### config.mk
export PLATFORM = sky130hd
export DESIGN_NAME = spi_irq_status
export DESIGN_NICKNAME = d
export VERILOG_FILES = /design/src/rtl/spi_irq_pkg.sv /design/src/rtl/spi_irq_regs.sv /design/src/rtl/spi_irq_stat.sv /design/src/rtl/spi_irq_out.sv /design/src/rtl/spi_irq_status.sv
export SDC_FILE = /design/constraint.sdc
export NUM_CORES = 1
export LEC_CHECK = 0
export ABC_AREA = 0
export BUFFER_PORTS_ARGS = -buffer_cell sky130_fd_sc_hd__clkbuf_2
export CAP_MARGIN = 25
export CORE_MARGIN = 1
export CORE_UTILIZATION = 44
export CTS_CLUSTER_SIZE = 30
export DETAILED_ROUTE_END_ITERATION = 6
export PLACE_DENSITY = 0.76
export SKIP_LAST_GASP = 1
export SYNTH_ARGS = -nofsm -noshare
export SYNTH_HDL_FRONTEND = slang
export SYNTH_SLANG_ARGS = --single-unit
### constraint.sdc
create_clock -name clk -period 2 [get_ports clk]
set_input_delay 0 -clock clk [delete_from_list [all_inputs] [get_ports clk]]
set_output_delay 0 -clock clk [all_outputs]
set_load 0.005 [all_outputs]
### src/rtl/spi_irq_pkg.sv
package spi_irq_pkg;
    localparam int NBITS = 7;
    typedef logic [NBITS-1:0] irq_vec_t;

    localparam logic [7:0] OFS_STATUS  = 8'h04;
    localparam logic [7:0] OFS_ENABLE  = 8'h08;
    localparam logic [7:0] OFS_DISABLE = 8'h0C;
    localparam logic [7:0] OFS_MASK    = 8'h10;
    localparam logic [7:0] OFS_TXTHR   = 8'h28;
    localparam logic [7:0] OFS_RXTHR   = 8'h2C;

    localparam int B_FAULT  = 1;
    localparam int B_TXLOW  = 2;
    localparam int B_TXFULL = 3;
    localparam int B_RXNE   = 4;
    localparam int B_RXHIGH = 5;

    // bit behaviour: latched until written 1, or follow the condition
    localparam irq_vec_t STICKY_BITS = irq_vec_t'((1 << B_FAULT) | (1 << B_TXLOW) |
                                                  (1 << B_TXFULL) | (1 << B_RXHIGH));
    localparam irq_vec_t LEVEL_BITS  = irq_vec_t'(1 << B_RXNE);
endpackage

### src/rtl/spi_irq_regs.sv
module spi_irq_regs
    import spi_irq_pkg::*;
#(
    parameter int LVL_W      = 6,
    parameter int TX_THR_RST = 1,
    parameter int RX_THR_RST = 32
) (
    input  logic             clk,
    input  logic             rst,
    input  logic             wr_en,
    input  logic [7:0]       addr,
    input  logic [NBITS-1:0] wbits,
    input  logic [LVL_W-1:0] wthr,
    output irq_vec_t         mask,
    output logic [LVL_W-1:0] tx_thr,
    output logic [LVL_W-1:0] rx_thr
);
    logic en_wr, dis_wr;
    assign en_wr  = wr_en && (addr == OFS_ENABLE);
    assign dis_wr = wr_en && (addr == OFS_DISABLE);

    always_ff @(posedge clk) begin
        if (rst) begin
            mask <= '0;
        end else if (en_wr) begin
            mask <= mask | wbits;
        end else if (dis_wr) begin
            mask <= mask & ~wbits;
        end
    end

    always_ff @(posedge clk) begin
        if (rst) begin
            tx_thr <= LVL_W'(TX_THR_RST);
            rx_thr <= LVL_W'(RX_THR_RST);
        end else if (wr_en) begin
            if (addr == OFS_TXTHR) tx_thr <= wthr;
            if (addr == OFS_RXTHR) rx_thr <= wthr;
        end
    end

    assert_en_set_R2: assert property (@(posedge clk) disable iff (rst)
        en_wr |=> ((mask & $past(wbits)) == $past(wbits)));
    assert_dis_clr_R3: assert property (@(posedge clk) disable iff (rst)
        dis_wr |=> ((mask & $past(wbits)) == '0));
    assert_mask_hold_R4: assert property (@(posedge clk) disable iff (rst)
        !(en_wr || dis_wr) |=> $stable(mask));
endmodule

### src/rtl/spi_irq_stat.sv
module spi_irq_stat
    import spi_irq_pkg::*;
#(
    parameter int FIFO_DEPTH = 63,
    parameter int LVL_W      = 6
) (
    input  logic             clk,
    input  logic             rst,
    input  irq_vec_t         clr_vec,
    input  logic [LVL_W-1:0] tx_level,
    input  logic [LVL_W-1:0] rx_level,
    input  logic [LVL_W-1:0] tx_thr,
    input  logic [LVL_W-1:0] rx_thr,
    input  logic             mode_fault,
    output irq_vec_t         status
);
    irq_vec_t cond;

    always_comb begin
        cond           = '0;
        cond[B_FAULT]  = mode_fault;
        cond[B_TXLOW]  = tx_level < tx_thr;
        cond[B_TXFULL] = tx_level == LVL_W'(FIFO_DEPTH);
        cond[B_RXNE]   = rx_level != '0;
        cond[B_RXHIGH] = rx_level >= rx_thr;
    end

    for (genvar i = 0; i < NBITS; i++) begin : g_bit
        if (STICKY_BITS[i]) begin : g_sticky
            always_ff @(posedge clk) begin
                if (rst) status[i] <= 1'b0;
                else     status[i] <= (status[i] & ~clr_vec[i]) | cond[i];
            end
        end else if (LEVEL_BITS[i]) begin : g_level
            always_ff @(posedge clk) begin
                if (rst) status[i] <= 1'b0;
                else     status[i] <= cond[i];
            end
        end else begin : g_none
            assign status[i] = 1'b0;
        end
    end

    assert_fault_latch_R9: assert property (@(posedge clk) disable iff (rst)
        mode_fault |=> status[B_FAULT]);
    assert_txlow_hold_R5: assert property (@(posedge clk) disable iff (rst)
        (status[B_TXLOW] && !clr_vec[B_TXLOW]) |=> status[B_TXLOW]);
    assert_rxne_set_R6: assert property (@(posedge clk) disable iff (rst)
        (rx_level != '0) |=> status[B_RXNE]);
    assert_rxne_clr_R6: assert property (@(posedge clk) disable iff (rst)
        (rx_level == '0) |=> !status[B_RXNE]);
endmodule

### src/rtl/spi_irq_out.sv
module spi_irq_out
    import spi_irq_pkg::*;
(
    input  logic     clk,
    input  logic     rst,
    input  irq_vec_t status,
    input  irq_vec_t mask,
    output logic     irq
);
    always_ff @(posedge clk) begin
        if (rst) irq <= 1'b0;
        else     irq <= |(status & mask);
    end

    assert_irq_rise_R10: assert property (@(posedge clk) disable iff (rst)
        ((status & mask) != '0) |=> irq);
    assert_irq_quiet_R10: assert property (@(posedge clk) disable iff (rst)
        ((status & mask) == '0) |=> !irq);
endmodule

### src/rtl/spi_irq_status.sv
module spi_irq_status
    import spi_irq_pkg::*;
#(
    parameter int FIFO_DEPTH = 63,
    parameter int TX_THR_RST = 1,
    parameter int RX_THR_RST = 32,
    parameter int DATA_W     = 32,
    parameter int LVL_W      = $clog2(FIFO_DEPTH + 1)
) (
    input  logic              clk,
    input  logic              rst,
    input  logic              wr_en,
    input  logic [7:0]        addr,
    input  logic [DATA_W-1:0] wdata,
    output logic [DATA_W-1:0] rdata,
    input  logic [LVL_W-1:0]  tx_level,
    input  logic [LVL_W-1:0]  rx_level,
    input  logic              mode_fault,
    output logic              irq
);
    localparam int KEEP_W = (NBITS > LVL_W) ? NBITS : LVL_W;

    irq_vec_t         mask, status, clr_vec;
    logic [LVL_W-1:0] tx_thr, rx_thr;
    logic             unused_hi;

    assign unused_hi = ^wdata[DATA_W-1:KEEP_W];
    assign clr_vec   = (wr_en && addr == OFS_STATUS) ? wdata[NBITS-1:0] : '0;

    spi_irq_regs #(.LVL_W(LVL_W), .TX_THR_RST(TX_THR_RST), .RX_THR_RST(RX_THR_RST)) u_regs (
        .clk(clk), .rst(rst), .wr_en(wr_en), .addr(addr),
        .wbits(wdata[NBITS-1:0]), .wthr(wdata[LVL_W-1:0]),
        .mask(mask), .tx_thr(tx_thr), .rx_thr(rx_thr)
    );

    spi_irq_stat #(.FIFO_DEPTH(FIFO_DEPTH), .LVL_W(LVL_W)) u_stat (
        .clk(clk), .rst(rst), .clr_vec(clr_vec),
        .tx_level(tx_level), .rx_level(rx_level),
        .tx_thr(tx_thr), .rx_thr(rx_thr),
        .mode_fault(mode_fault), .status(status)
    );

    spi_irq_out u_out (
        .clk(clk), .rst(rst), .status(status), .mask(mask), .irq(irq)
    );

    always_comb begin
        unique case (addr)
            OFS_STATUS: rdata = DATA_W'(status);
            OFS_MASK:   rdata = DATA_W'(mask);
            OFS_TXTHR:  rdata = DATA_W'(tx_thr);
            OFS_RXTHR:  rdata = DATA_W'(rx_thr);
            default:    rdata = '0;
        endcase
    end
endmodule

======== Word-level counts from Yosys, hierarchy flattened ========
Cells that the tools add are included.
word-level totals
  bits in registers ....................... 25
  input bits .............................. 56
  output and inout bits ................... 33
  word-level logic and storage cells ...... 46
cells by class
  $lt $le $gt $ge ......................... 2
  equality and inequality tests ........... 7
  mux-type cells .......................... 4
  bitwise operators ....................... 16
  reductions and logical operators ........ 8
operator list
  cell                                           number
  one-hot mux 7 bit (4 select lines)             1
  == test 8 x 4 -> 1 bit, second input constant  2
  == test 8 x 6 -> 1 bit, second input constant  2
  two-way mux 7 bit                              2
  == test 8 x 3 -> 1 bit, second input constant  1
  == test 8 x 5 -> 1 bit, second input constant  1
  AND 6 x 7 -> 7 bit                             1
  AND 7 bit                                      1
  NOT 7 bit                                      1
  OR 7 bit                                       1
  OR reduction 7 bit                             1
  == test 6 bit, second input constant           1
  greater-or-equal comparator 6 bit              1
  < comparator 6 bit                             1
  two-way mux 6 bit                              1
  nonzero test 6 bit                             1
  AND 1 bit                                      4
  NOT 1 bit                                      4
  OR 1 bit                                       4
  AND reduction 2 bit                            2
  logical AND 1 bit                              3
  nonzero test 2 bit                             1

======== Logic depth before layout (Yosys ltp) ========
  depth in word-level cells ............... 6
  gate-level depth with buffers ........... 6
  mapped depth without buffers ............ 6

======== Cells and area by module ========
Synthesis repeated with hierarchy kept, for this count alone.
second synthesis, totals
  cells, all modules ...................... 211
  area, all modules ....................... 1,901.8 um^2
by module, submodules not included
  module          instances  cells each  area each (um^2)  sequential area each (um^2)
  spi_irq_regs    1          84          880.8             380.4
  spi_irq_status  1          64          511.7             0.0
  spi_irq_stat    1          58          457.9             100.1
  spi_irq_out     1          5           51.3              20.0

======== Least setup slack after synthesis ========
Ideal clock, no wire load.
  kind .................................... in2reg
  from .................................... input port addr[7]
  to ...................................... register u_regs.rx_thr[5]
  data arrival time ....................... 1,347 ps
  path slack .............................. 519 ps
  stages .................................. 5
  buffers on the path ..................... 1
  cells stage by stage .................... or4_1 -> or4_4 -> buf_6 -> nor3_2 -> a31oi_1
between the ends
  word-level cells in the longest chain between the ends .. 2
RTL lines
  element                               line                  RTL
  start: declaration                    spi_irq_status.sv:13  input logic [7:0] addr,
  == test 8 x 6 -> 1 bit                spi_irq_regs.sv:38    if (addr == OFS_RXTHR) rx_thr <= wthr;
  AND reduction 2 bit (no source line)  --
  end signal: assignment                spi_irq_regs.sv:35    rx_thr <= LVL_W'(RX_THR_RST);
  end signal: assignment                spi_irq_regs.sv:38
  end: declaration                      spi_irq_regs.sv:16    output logic [LVL_W-1:0] rx_thr
No other way between the ends.
A chain may end at the register's enable or synchronous reset.

======== Worst setup path after layout ========
  from .................................... register u_regs.tx_thr[2]
  to ...................................... register u_stat.status[2]
between the ends
  word-level cells in the longest chain between the ends .. 2
RTL lines
  element                         line                RTL
  start: declaration              spi_irq_regs.sv:15  output logic [LVL_W-1:0] tx_thr,
  start signal: assignment        spi_irq_regs.sv:34  tx_thr <= LVL_W'(TX_THR_RST);
  start signal: assignment        spi_irq_regs.sv:37  if (addr == OFS_TXTHR) tx_thr <= wthr;
  < comparator 6 bit              spi_irq_stat.sv:22  cond[B_TXLOW] = tx_level < tx_thr;
  OR 1 bit                        spi_irq_stat.sv:32  else status[i] <= (status[i] & ~clr_vec[i]) | cond[i];
  end signal: indexed assignment  spi_irq_stat.sv:32
  end: declaration                spi_irq_stat.sv:15  output irq_vec_t status
No other way between the ends.

==> out/results.tsv <==
metric	value	unit
critPathKind	flop to flop	
core_region_area	3440	um^2
cts_tree	done	
crit_family	compound AO/OA/AOI/OAI gates	
hold_depth	3	
htree_levels	1	
gp_congestion	0.847	
critPathCaptureType	flop	
fmax	718	MHz
postCtsSetupRepairBufs	0	
cts_root_buf	clkbuf_8	
clk_pin_slew	0.09	ns
wirelength_met1	1.70	mm
final_nets	307	
hp-start	tx_level[1]	
relSlewSlack	65.8	%
cts_buffer_depth	2	
grt_max_degree	19	
r2r_slack	0.61	ns
setup_ws	0.608	ns
drive_gt1_share	20.1	%
numPortBuffers	38	
power_leakage	0.793	nW
synth-seq-area-share	30.9	%
avgSynthCellArea	8.22	um^2
start_util	47.1	%
crit_start	u_regs.tx_thr[2]	
syn_to_final_growth	15.7	%
vias_per_cell	5.15	
dp_hpwl	2.78	mm
tightest_slew	0.513	ns
final_cell_mix	clkbuf_2 (38), dfxtp_1 (25), conb_1 (25)	
path_cells	inv_1 -> ha_1 -> a21oi_1 -> o21ai_0 -> a41oi_1 -> a32o_1	
rr_startpoint	u_regs.tx_thr[2]	
ir_worst_vdd	256	uV
slew_violations	0	
hold_class	primary input to flop	
drtAntennaViolNets	0	
vias	1468	
cp.buffers_inverters	1	
finalClockSkew	0.00254	ns
wl_per_cell	12.7	um
rows	21	
syn_area	1620	um^2
grt.overflow.total	0	
antenna_found_initial	0	
cts.sinks	25	
yosys_warnings	0	
fillers	351	
highest_layer	met4	
synthCells	197	
rsz0062_at_grt	false	
wl_met3	239	um
synth_edf_count	0	
route.detailed.drc	0	
grt_use_total	19.1	%
r2r_cells	6	
crit_fanout	3	
synth_seq_cells	25	
whs	0.00954	ns
p_per_area	510	nW/um^2
critPathSlowestCell	dfxtp_1	
critPathRequiredTime	2.22	ns
ys.flop_type	dfxtp_1	
grt_pass1_vias	1330	
die_w	62.7	um
wirelength	3.61	mm
cap_violations	0	
ioPinCount	89	
synth.distinct_cells	38	
grt_first_pass_wirelength	5.90	mm
first_pass_iters	4	
place_area	1740	um^2
min_period_over_period	69.6	%
start_kind	flop	
die-area	3930	um^2
hold_violations	0	
worst_skew_pair.late_latency	0.27	ns
drt_iter0_markers	116	
setup_viol_count_final	0	
antenna_cells	0	
synthArstFlopShare	0	%
final_common_cell	clkbuf_2	
pre_cts_ws	0.371	ns
cts_buffers	3	
met2_length	1.63	mm
period_minus_slack	1.39	ns
crit_path_max_incr_delay	0.38	ns
min_to	u_stat.status[3]	
tns	0	ns
outcome	complete, no violations	
final_area	1870	um^2
worst-endpoint-arrival	1.61	ns
utilization	54.5	%
r2r_end	u_stat.status[2]	
die_h	62.7	um
cts_resized	0	
-- cell type report --
type                            instances  area [um^2]  area share [%]
Multi-Input combinational cell        146          918            49.0
Sequential cell                        25          500            26.7
Timing Repair Buffer                   49          295            15.8
Tap cell                               46         57.6            3.07
Inverter                               15         56.3            3.00
Clock buffer                            3         41.3            2.20
Clock inverter                          1         5.00           0.267
-- cells by family after synthesis --
logic type	after synthesis	synth area share [%]
adders and majority gates	11	8.49
and+or+nand+nor	51	17.7
muxes	6	3.71
AOI/OAI and AO/OA	53	21.0
buffers and inverters	50	18.0
DFF	25	30.9
other	1	0.231
-- power breakdown --
part           internal (mW)  switching (mW)  leakage [nW]
Clock                  0.139           0.161        0.0255
Combinational         0.0630          0.0816         0.565
Sequential             0.505         0.00624         0.203
-- metal layers --
| layer | vias to the layer above | track usage (%) |
|---|---|---|
| met4 | 0 | 6.10 |
| met3 | 6 | 4.74 |
| met2 | 62 | 31.3 |
| met5 | - | 0 |
| li1 | 750 | - |
| met1 | 650 | 24.4 |
-- metrics by stage --
stage | std cells | power (mW)
2_1_floorplan | 221 | 0.628
3_3_place_gp | 272 | 0.650
3_5_place_dp | 272 | 0.652
4_1_cts | 285 | 0.962
5_1_grt | 285 | 1.00
6_report | 285 | 0.956
-- synth_stat cells, types with 2 or more instances --
master     n  share of area (%)
dfxtp_1   25                 31
nand3_1   12                3.7
a31oi_1    2               0.77
a21oi_1   13                4.0
a311oi_1   7                3.8
mux2i_1    6                3.7
o21ai_1    4                1.2
nand2_1    9                2.1
a22oi_1    6                2.8
nor3b_1    3                1.4
buf_1      3               0.69
clkbuf_1   4               0.93
buf_2      2               0.62
nor2b_1    5                1.9
buf_4     25                 12
o22ai_1    5                1.9
nor2_1     6                1.4
o21ai_0   10                3.1
nand4_1    3                1.2
inv_1     15                3.5
and4_1     2                1.1
ha_1      11                8.5
nor3_1     4                1.2
-- worst max path at each step --
stage                       endpoint  slack [ns]  cells past startpoint
floorplan           u_regs.rx_thr[5]        0.52                      5
global placement    u_regs.rx_thr[0]        0.37                      5
detailed placement  u_regs.rx_thr[0]        0.37                      5
CTS                 u_stat.status[2]        0.61                      6
global route                    flop        0.45                      5
finish              u_stat.status[2]        0.61                      6
-- worst reg2reg max path: cells and delay by family, from the launching register on --
family,cells,cell delay (ns)
buffers and inverters,1,0.07
AOI/OAI and AO/OA,4,0.61
adders and majority gates,1,0.29
DFF,1,0.38
-- what timing repair did --
action	CTS	global route
endpoints found under the hold margin	9	0
setup endpoints to repair	0	0
hold buffers	9	0
(Power assumes the default switching activity.)
